===== src/rtl/hp_pkg.sv =====
package hp_pkg;
  localparam int SLOTS  = 32;
  localparam int SLOT_W = 5;
  localparam int ADDR_W = 5;

  localparam logic [ADDR_W-1:0] OFS_INS = 5'h00;
  localparam logic [ADDR_W-1:0] OFS_REM = 5'h04;
  localparam logic [ADDR_W-1:0] OFS_EJ  = 5'h08;
  localparam logic [ADDR_W-1:0] OFS_RMV = 5'h0C;
  localparam logic [ADDR_W-1:0] OFS_SEL = 5'h10;
  localparam logic [1:0]        SIZE_WORD = 2'd2;

  typedef enum logic [2:0] {RG_NONE, RG_INS, RG_REM, RG_EJ, RG_RMV, RG_SEL} reg_e;

  typedef struct packed {
    logic              none;
    logic [SLOT_W-1:0] idx;
  } lsb_t;

  function automatic lsb_t lsb_find(input logic [SLOTS-1:0] v);
    lsb_t r;
    r.none = 1'b1;
    r.idx  = '0;
    for (int i = SLOTS - 1; i >= 0; i--) begin
      if (v[i]) begin
        r.none = 1'b0;
        r.idx  = SLOT_W'(i);
      end
    end
    return r;
  endfunction

  function automatic reg_e reg_decode(input logic [ADDR_W-1:0] a);
    case (a)
      OFS_INS: return RG_INS;
      OFS_REM: return RG_REM;
      OFS_EJ:  return RG_EJ;
      OFS_RMV: return RG_RMV;
      OFS_SEL: return RG_SEL;
      default: return RG_NONE;
    endcase
  endfunction
endpackage


===== src/rtl/hp_slot_row.sv =====
module hp_slot_row
  import hp_pkg::*;
(
  input  logic             clk,
  input  logic             rst_n,
  input  logic [SLOTS-1:0] plug_i,
  input  logic [SLOTS-1:0] unplug_i,
  input  logic [SLOTS-1:0] fixed_i,
  input  logic             rd_clr_i,
  input  logic [SLOTS-1:0] ej_clr_i,
  input  logic             mask_load_i,
  output logic [SLOTS-1:0] ins_o,
  output logic [SLOTS-1:0] rem_o,
  output logic [SLOTS-1:0] rmv_o
);
  logic [SLOTS-1:0] ins_clr;

  assign ins_clr = {SLOTS{rd_clr_i}} | ej_clr_i;

  always_ff @(posedge clk or negedge rst_n) begin
    if (!rst_n) begin
      ins_o <= '0;
      rem_o <= '0;
      rmv_o <= '1;
    end else begin
      ins_o <= (ins_o & ~ins_clr) | plug_i;
      rem_o <= (rem_o & ~ej_clr_i) | unplug_i;
      if (mask_load_i) rmv_o <= ~fixed_i;
    end
  end
endmodule


===== src/rtl/hp_sweep.sv =====
module hp_sweep
  import hp_pkg::*;
#(
  parameter int NUM_BUS = 4,
  parameter int BUS_W   = 2
) (
  input  logic                          clk,
  input  logic                          rst_n,
  input  logic                          start_i,
  input  logic [NUM_BUS-1:0][SLOTS-1:0] rem_i,
  output logic                          busy_o,
  output logic                          ej_vld_o,
  output logic [BUS_W-1:0]              ej_bus_o,
  output logic [SLOT_W-1:0]             ej_slot_o,
  output logic                          mask_load_o
);
  typedef enum logic [1:0] {SW_SCAN, SW_LOAD, SW_IDLE} sw_e;
  localparam logic [BUS_W-1:0] LAST_BUS = BUS_W'(NUM_BUS - 1);

  sw_e              st_q;
  logic [BUS_W-1:0] idx_q;
  logic [SLOTS-1:0] cur_rem;
  lsb_t             pick;

  always_comb begin
    cur_rem = '0;
    for (int b = 0; b < NUM_BUS; b++) begin
      if (idx_q == BUS_W'(b)) cur_rem = rem_i[b];
    end
  end

  assign pick        = lsb_find(cur_rem);
  assign busy_o      = (st_q != SW_IDLE);
  assign ej_vld_o    = (st_q == SW_SCAN) && !pick.none;
  assign ej_bus_o    = idx_q;
  assign ej_slot_o   = pick.idx;
  assign mask_load_o = (st_q == SW_LOAD);

  always_ff @(posedge clk or negedge rst_n) begin
    if (!rst_n) begin
      st_q  <= SW_SCAN;
      idx_q <= '0;
    end else begin
      case (st_q)
        SW_SCAN: begin
          if (pick.none) begin
            if (idx_q == LAST_BUS) st_q <= SW_LOAD;
            else                   idx_q <= idx_q + 1'b1;
          end
        end
        SW_LOAD: st_q <= SW_IDLE;
        default: begin
          if (start_i) begin
            st_q  <= SW_SCAN;
            idx_q <= '0;
          end
        end
      endcase
    end
  end
endmodule


===== src/rtl/hp_access.sv =====
module hp_access
  import hp_pkg::*;
#(
  parameter int NUM_BUS = 4,
  parameter int SEL_W   = 8,
  parameter int BUS_W   = 2,
  parameter int DEF_BUS = 0
) (
  input  logic                          clk,
  input  logic                          rst_n,
  input  logic                          idle_i,
  input  logic                          legacy_i,
  input  logic                          req_valid,
  output logic                          req_ready,
  input  logic                          req_write,
  input  logic [ADDR_W-1:0]             req_addr,
  input  logic [1:0]                    req_size,
  input  logic [31:0]                   req_wdata,
  output logic                          rsp_valid,
  output logic [31:0]                   rsp_rdata,
  input  logic [NUM_BUS-1:0][SLOTS-1:0] ins_i,
  input  logic [NUM_BUS-1:0][SLOTS-1:0] rem_i,
  input  logic [NUM_BUS-1:0][SLOTS-1:0] rmv_i,
  output logic [SEL_W-1:0]              sel_o,
  output logic [NUM_BUS-1:0]            rd_clr_o,
  output logic                          ej_vld_o,
  output logic [BUS_W-1:0]              ej_bus_o,
  output logic [SLOT_W-1:0]             ej_slot_o
);
  logic             take, good, sel_ok;
  reg_e             which;
  logic [SLOTS-1:0] cur_ins, cur_rem, cur_rmv;
  logic [31:0]      rdata;
  lsb_t             pick;
  logic             clr_en;

  assign req_ready = idle_i;
  assign take      = req_valid && req_ready;
  assign good      = take && (req_size == SIZE_WORD) && (req_addr[1:0] == 2'b00);
  assign which     = reg_decode(req_addr);
  assign sel_ok    = ({1'b0, sel_o} < (SEL_W + 1)'(NUM_BUS));
  assign pick      = lsb_find(req_wdata);

  always_comb begin
    cur_ins = '0;
    cur_rem = '0;
    cur_rmv = '0;
    for (int b = 0; b < NUM_BUS; b++) begin
      if (sel_o == SEL_W'(b)) begin
        cur_ins = ins_i[b];
        cur_rem = rem_i[b];
        cur_rmv = rmv_i[b];
      end
    end
  end

  always_comb begin
    rdata = '0;
    if (good && sel_ok && !req_write) begin
      case (which)
        RG_INS:  rdata = cur_ins;
        RG_REM:  rdata = cur_rem;
        RG_RMV:  rdata = cur_rmv;
        RG_SEL:  rdata = 32'(sel_o);
        default: rdata = '0;
      endcase
    end
  end

  assign clr_en = good && !req_write && sel_ok && (which == RG_INS) && !legacy_i;

  always_comb begin
    for (int b = 0; b < NUM_BUS; b++) begin
      rd_clr_o[b] = clr_en && (sel_o == SEL_W'(b));
    end
  end

  assign ej_vld_o  = good && req_write && sel_ok && (which == RG_EJ) && !pick.none;
  assign ej_bus_o  = sel_o[BUS_W-1:0];
  assign ej_slot_o = pick.idx;

  always_ff @(posedge clk or negedge rst_n) begin
    if (!rst_n) begin
      sel_o     <= SEL_W'(DEF_BUS);
      rsp_valid <= 1'b0;
      rsp_rdata <= '0;
    end else begin
      rsp_valid <= take && !req_write;
      rsp_rdata <= rdata;
      if (good && req_write && which == RG_SEL) begin
        sel_o <= legacy_i ? SEL_W'(DEF_BUS) : req_wdata[SEL_W-1:0];
      end
    end
  end
endmodule


===== src/rtl/hp_slot_bank.sv =====
module hp_slot_bank
  import hp_pkg::*;
#(
  parameter int NUM_BUS = 4,
  parameter int SEL_W   = 8,
  parameter int DEF_BUS = 0,
  localparam int BUS_W  = (NUM_BUS > 1) ? $clog2(NUM_BUS) : 1,
  localparam int VEC_W  = NUM_BUS * SLOTS
) (
  input  logic              clk,
  input  logic              rst_n,
  input  logic              plat_rst,
  input  logic              legacy_mode,
  input  logic              req_valid,
  output logic              req_ready,
  input  logic              req_write,
  input  logic [4:0]        req_addr,
  input  logic [1:0]        req_size,
  input  logic [31:0]       req_wdata,
  output logic              rsp_valid,
  output logic [31:0]       rsp_rdata,
  input  logic [VEC_W-1:0]  plug_stb,
  input  logic [VEC_W-1:0]  unplug_stb,
  input  logic [VEC_W-1:0]  fixed_slot,
  output logic              event_pulse,
  output logic              eject_valid,
  output logic [BUS_W-1:0]  eject_bus,
  output logic [4:0]        eject_slot
);
  logic [NUM_BUS-1:0][SLOTS-1:0] ins_arr, rem_arr, rmv_arr, ej_clr;
  logic [VEC_W-1:0]              ins_flat, rem_flat;
  logic [NUM_BUS-1:0]            rd_clr;
  logic [SEL_W-1:0]              sel_q;

  logic                          sw_busy, sw_vld, sw_load;
  logic [BUS_W-1:0]              sw_bus, ac_bus, ej_bus;
  logic [SLOT_W-1:0]             sw_slot, ac_slot, ej_slot;
  logic                          ac_vld, ej_any;

  assign ins_flat = ins_arr;
  assign rem_flat = rem_arr;

  hp_sweep #(.NUM_BUS(NUM_BUS), .BUS_W(BUS_W)) u_sweep (
    .clk         (clk),
    .rst_n       (rst_n),
    .start_i     (plat_rst),
    .rem_i       (rem_arr),
    .busy_o      (sw_busy),
    .ej_vld_o    (sw_vld),
    .ej_bus_o    (sw_bus),
    .ej_slot_o   (sw_slot),
    .mask_load_o (sw_load)
  );

  hp_access #(.NUM_BUS(NUM_BUS), .SEL_W(SEL_W), .BUS_W(BUS_W), .DEF_BUS(DEF_BUS)) u_access (
    .clk       (clk),
    .rst_n     (rst_n),
    .idle_i    (!sw_busy),
    .legacy_i  (legacy_mode),
    .req_valid (req_valid),
    .req_ready (req_ready),
    .req_write (req_write),
    .req_addr  (req_addr),
    .req_size  (req_size),
    .req_wdata (req_wdata),
    .rsp_valid (rsp_valid),
    .rsp_rdata (rsp_rdata),
    .ins_i     (ins_arr),
    .rem_i     (rem_arr),
    .rmv_i     (rmv_arr),
    .sel_o     (sel_q),
    .rd_clr_o  (rd_clr),
    .ej_vld_o  (ac_vld),
    .ej_bus_o  (ac_bus),
    .ej_slot_o (ac_slot)
  );

  assign ej_any  = sw_vld || ac_vld;
  assign ej_bus  = sw_vld ? sw_bus  : ac_bus;
  assign ej_slot = sw_vld ? sw_slot : ac_slot;

  for (genvar b = 0; b < NUM_BUS; b++) begin : g_row
    assign ej_clr[b] = (ej_any && ej_bus == BUS_W'(b)) ? (SLOTS'(1) << ej_slot) : '0;

    hp_slot_row u_row (
      .clk         (clk),
      .rst_n       (rst_n),
      .plug_i      (plug_stb[b*SLOTS +: SLOTS]),
      .unplug_i    (unplug_stb[b*SLOTS +: SLOTS]),
      .fixed_i     (fixed_slot[b*SLOTS +: SLOTS]),
      .rd_clr_i    (rd_clr[b]),
      .ej_clr_i    (ej_clr[b]),
      .mask_load_i (sw_load),
      .ins_o       (ins_arr[b]),
      .rem_o       (rem_arr[b]),
      .rmv_o       (rmv_arr[b])
    );
  end

  always_ff @(posedge clk or negedge rst_n) begin
    if (!rst_n) begin
      event_pulse <= 1'b0;
      eject_valid <= 1'b0;
      eject_bus   <= '0;
      eject_slot  <= '0;
    end else begin
      event_pulse <= (|plug_stb) || (|unplug_stb);
      eject_valid <= ej_any;
      eject_bus   <= ej_bus;
      eject_slot  <= ej_slot;
    end
  end
endmodule


===== config.mk =====
export PLATFORM = sky130hd
export DESIGN_NAME = hp_slot_bank
export DESIGN_NICKNAME = d
export VERILOG_FILES = /design/src/rtl/hp_pkg.sv /design/src/rtl/hp_slot_row.sv /design/src/rtl/hp_sweep.sv /design/src/rtl/hp_access.sv /design/src/rtl/hp_slot_bank.sv
export SDC_FILE = /design/constraint.sdc
export NUM_CORES = 1
export LEC_CHECK = 0
export BUFFER_PORTS_ARGS = -buffer_cell sky130_fd_sc_hd__buf_2
export CAP_MARGIN = 25
export CORE_AREA = 2 2 246 248
export CTS_CLUSTER_SIZE = 8
export DETAILED_ROUTE_END_ITERATION = 10
export DIE_AREA = 0 0 248 250
export HOLD_SLACK_MARGIN = 0.08
export PLACE_DENSITY_LB_ADDON = 0.3
export SLEW_MARGIN = 20
export SYNTH_ARGS = -nofsm -noshare
export SYNTH_HDL_FRONTEND = slang
export SYNTH_HIERARCHICAL = 1
export SYNTH_SLANG_ARGS = --single-unit

===== constraint.sdc =====
create_clock -name clk -period 4.6 [get_ports clk]
set_clock_uncertainty 0.15 [all_clocks]
set_input_delay 1.15 -clock clk [delete_from_list [all_inputs] [get_ports clk]]
set_output_delay 1.15 -clock clk [all_outputs]
set_load 0.005 [all_outputs]

==> Word-level counts from Yosys, hierarchy flattened <==
Index checks and enable logic that the tools add are counted.
{ "word_totals": {"reg_bits": 438, "input_bits": 429, "word_cells": 221} }
{ "op_classes": {"n_eq_ne": 24, "bitwise_logic": 33, "reduce_logical": 43, "n_addsub": 1, "order_cmp": 1, "shift": 1, "muxes": 97} }
{ "ops": {"columns": ["operator", "n"], "rows": [
  ["two-way mux 32 bit", 21],
  ["two-way mux 6 bit", 64],
  ["inverter 32 bit", 12],
  ["bitwise OR 32 bit", 12],
  ["bitwise AND 32 bit", 8],
  ["OR reduction 128 bit", 2],
  ["one-hot mux 32 bit (4 select lines)", 1],
  ["left shift 1 x 5 -> 32 bit (first input constant)", 1],
  ["logical AND 1 bit", 24],
  ["== test 8 x 2 -> 1 bit (second input constant)", 2],
  ["one-hot mux 3 bit (5 select lines)", 1],
  ["two-way mux 2 bit", 6],
  ["== test 2 bit (second input constant)", 5],
  ["== test 5 x 4 -> 1 bit (second input constant)", 2],
  ["== test 8 x 1 -> 1 bit (second input constant)", 1],
  ["logical NOT 2 bit", 4],
  ["logical NOT 8 bit", 1],
  ["< comparator 8 x 3 -> 1 bit (second input constant)", 1],
  ["two-way mux 8 bit", 1],
  ["one-hot mux 2 bit (2 select lines)", 2],
  ["== test 2 x 1 -> 1 bit (second input constant)", 3],
  ["== test 3 x 2 -> 1 bit (second input constant)", 2],
  ["== test 3 bit (second input constant)", 2],
  ["!= test 2 bit (second input constant)", 3],
  ["14 further kinds", 19]
]} }

==> Longest topological paths before layout <==
{ "depth": {"depth_word": 47, "depth_mapped": 19, "mapped_depth_nobuf": 16} }

==> Hierarchy <==
Netlist, hierarchy kept.
{ "by_module_without_submodules": {"columns": ["module", "n_inst", "cells_per_inst", "area_per_inst_um2", "seq_area_each_um2"], "rows": [
  ["hp_slot_row", 4, 295, 3673.5, 2442.3],
  ["hp_access", 1, 395, 4652.0, 1026.0],
  ["hp_sweep", 1, 312, 2132.0, 100.1],
  ["hp_slot_bank", 1, 318, 2029.4, 225.2]
]} }

==> Worst setup path before layout <==
No wires, ideal clock.
{ "synth_timing": {"path_type": "input -> register", "from": "input req_wdata[30]", "to": "register g_row[1].u_row.ins_o[25]", "setup_time_ps": 118, "path_buffers": 1, "t_required_ps": 4332, "cell_stages": 10, "arrival_time_ps": 3650, "slack_ps": 682, "path_cell_list": "nand2b_1 -> a221oi_1 -> o21bai_1 -> a311o_1 -> a221oi_1 -> a32oi_1 -> buf_2 -> nor4_1 -> nor2_1 -> a21o_1"} }
{ "synth_lines": {"columns": ["item", "line_no", "source"], "rows": [
  ["from (decl)", "hp_slot_bank.sv:19", "input logic [31:0] req_wdata,"],
  ["to (signal assigned)", "hp_slot_row.sv:26", "ins_o <= (ins_o & ~ins_clr) | plug_i;"],
  ["to (decl)", "hp_slot_row.sv:12", "output logic [SLOTS-1:0] ins_o,"]
]} }

==> flow_metrics.env <==
export IMPL_status="finished clean"
export IMPL_crit_family="simple AND/OR/NAND/NOR gates"
export IMPL_layout_drive_gt1_share_pct=33.4
export IMPL_synthCells=2203
export IMPL_syn_to_final_growth_pct=22.6
export IMPL_cp_data_arrival_time_ns=4.87
export IMPL_clockBufferDepth=3
export IMPL_drc=0
export IMPL_final_util_pct=48.3
export IMPL_maxClockFrequency_mhz=222
export IMPL_cp_end_kind="register"
export IMPL_yosys_warnings=6
export IMPL_ant_nets=0
export IMPL_die_h_um=250
export IMPL_use_met2_pct=48.6
export IMPL_dp_hpwl_um=72600
export IMPL_clk_latency_ns=0.63
export IMPL_crit_buf_inv=5
export IMPL_maxSlewHeadroom_pct=18.1
export IMPL_drv_slew=0
export IMPL_cts_tree="yes"
export IMPL_viasPerCell=5.69
export IMPL_worstMarginPinSlew_ns=1.22
export IMPL_cts_max_level=2
export IMPL_netlist_area_um2=23500
export IMPL_reg2regPathDepth=17
export IMPL_cap_violations=0
export IMPL_initial_utilization_pct=39.4
export IMPL_cp_start_kind="register"
export IMPL_crit_type="reg2reg"
export IMPL_cts_root_buf="clkbuf_16"
export IMPL_layout_nets=3141
export IMPL_grt_overflow_total=0
export IMPL_die_x_um=248
export IMPL_setup_viol=0
export IMPL_grt_pass1_wl_um=137000
export IMPL_pin_count=472
export IMPL_grt_pass1_vias=20700
export IMPL_hold_buffers=0
export IMPL_path_depth=17
export IMPL_power_uw=9920
export IMPL_slowest_delay_ns=0.45
export IMPL_vias=20200
export IMPL_crit_top_cell="buf_4"
export IMPL_holdPathStages=2
export IMPL_cts_made_buffers=60
export IMPL_gr_usage_met3_pct=6.52
export IMPL_antenna_found_initial=26
export IMPL_p_leak_uw=0.0110
export IMPL_crit_required_ns=4.97
export IMPL_slowest_stage="dfrtp_2"
export IMPL_grt_total_usage_pct=30.3
export IMPL_hold_class="reg2reg"
export IMPL_period_share_pct=97.8
export IMPL_clk_pin_slew_ns=0.06
export IMPL_avgRoutedWirePerCell_um=26.7
export IMPL_fin_crit_ns=4.50
export IMPL_gp_congestion=0.954
export IMPL_hold_viol=0
export IMPL_cp_cell_sequence="ha_2 -> inv_2 -> buf_4 -> or3_1 -> o31ai_2 -> buf_4 -> nand4_1 -> buf_4 -> nor4_4 -> nor3_2 -> buf_12 -> or3b_4 -> a21oi_4 -> nand2_1 -> nor2_1 -> nor2_1 -> a21o_1"
export IMPL_core_area_um2=59600
export IMPL_portBuffers=471
export IMPL_synth_nets=2636
export IMPL_wl_um=94800
export IMPL_met1_usage_pct=38.6
export IMPL_clock_sinks=438
export IMPL_grt_max_degree=90
export IMPL_grt_busiest_layer="met2"
export IMPL_die_area_um2=62000
export IMPL_rows=90
export IMPL_worstPathMaxFanout=24
export IMPL_drtPass1Iterations=8
export IMPL_synth_avg_cell_area_um2=10.7
export IMPL_drt_iter0_markers=1616
export IMPL_multi_input_area_um2=10600
export IMPL_fillers=5532
export IMPL_power_density_nw_per_um2=344
export IMPL_seq_area_um2=11100
export IMPL_ir_drop_mv=0.277
[layout by cell type (no fill, tap or decap), types with 40 or more instances in the layout]
| cell | count |
|---|---|
| a21o_1 | 259 |
| a21oi_1 | 96 |
| a22oi_1 | 40 |
| buf_2 | 470 |
| buf_4 | 63 |
| clkbuf_1 | 49 |
| clkbuf_16 | 60 |
| dfrtp_1 | 307 |
| dfstp_2 | 128 |
| inv_1 | 275 |
| mux2i_1 | 130 |
| mux4_2 | 95 |
| nand2_1 | 78 |
| nor2_1 | 268 |
| nor4_1 | 104 |
[where the power goes]
group	internal [uW]	switching (uW)	total [uW]
registers	4030	80.9	4110
clock network	2440	1750	4190
logic	617	1000	1620
[flip-flops by register name, indices dropped and copies added, names as in the netlist]
signal              count
u_access/rsp_rdata     32
u_sweep/st_q            2
u_access/rsp_valid      1
eject_slot              5
eject_bus               2
eject_valid             1
u_access/sel_o          8
g_row.u_row/rmv_o     128
event_pulse             1
g_row.u_row/rem_o     128
g_row.u_row/ins_o     128
u_sweep/ej_bus_o        2
[path summary, 6_finish.rpt]
kind                                           from                        to  slack [ns]
setup / recovery                u_sweep/ej_bus_o[0]  g_row[0].u_row/ins_o[18]        0.10
hold / removal             g_row[0].u_row/rmv_o[15]  g_row[0].u_row/rmv_o[15]        0.31
setup reg to reg                u_sweep/ej_bus_o[0]  g_row[0].u_row/ins_o[18]        0.10
hold reg to reg            g_row[0].u_row/rmv_o[15]  g_row[0].u_row/rmv_o[15]        0.31
max in group asynchronous                     rst_n  g_row[2].u_row/rmv_o[26]        2.87
min in group asynchronous                     rst_n    u_access/rsp_rdata[30]        0.46
[layout make-up]
cell class | instances | area share, %
flip-flops and latches | 438 | 38.7
multi-input cells | 1376 | 36.9
repair buffers | 555 | 11.3
clock buffers | 109 | 5.85
inverters | 277 | 3.61
well taps | 782 | 3.40
clock inverters | 3 | 0.156
diodes | 11 | 0.0956
[worst reg2reg max path: cells and delay by family, from the launching register on]
family | cells | cell delay (ns)
compound gates | 3 | 0.60
fa+ha+maj | 1 | 0.41
buf+inv | 5 | 0.85
flops | 1 | 0.45
simple gates | 8 | 1.93
[per-stage QoR]
stage	hold WS (ns)	cell area [um^2]	worst slack, ns	std cells	setup TNS [ns]
4_1_cts	0.313	28700	0.0295	3536	0
3_5_place_dp	0.304	26900	-0.0391	3424	-0.162
6_report	0.311	28800	0.103	3551	0
5_1_grt	0.329	28800	-0.0255	3546	-0.0407
3_3_place_gp	0.301	26900	0.0828	3424	0
2_1_floorplan	0.292	23500	0.682	2203	0
[metal layers]
layer,share of wire (%),up-vias
li1,-,8835
met1,39,10000
met2,47,1035
met3,8.3,266
met4,5.6,30
met5,0.20,-
[repair_timing]
action	CTS	global route
gates resized for setup	2	16
setup endpoints to repair	22	234
pin swaps	0	3
setup buffers	0	3
Note: power is estimated with default switching activity, not from simulation.
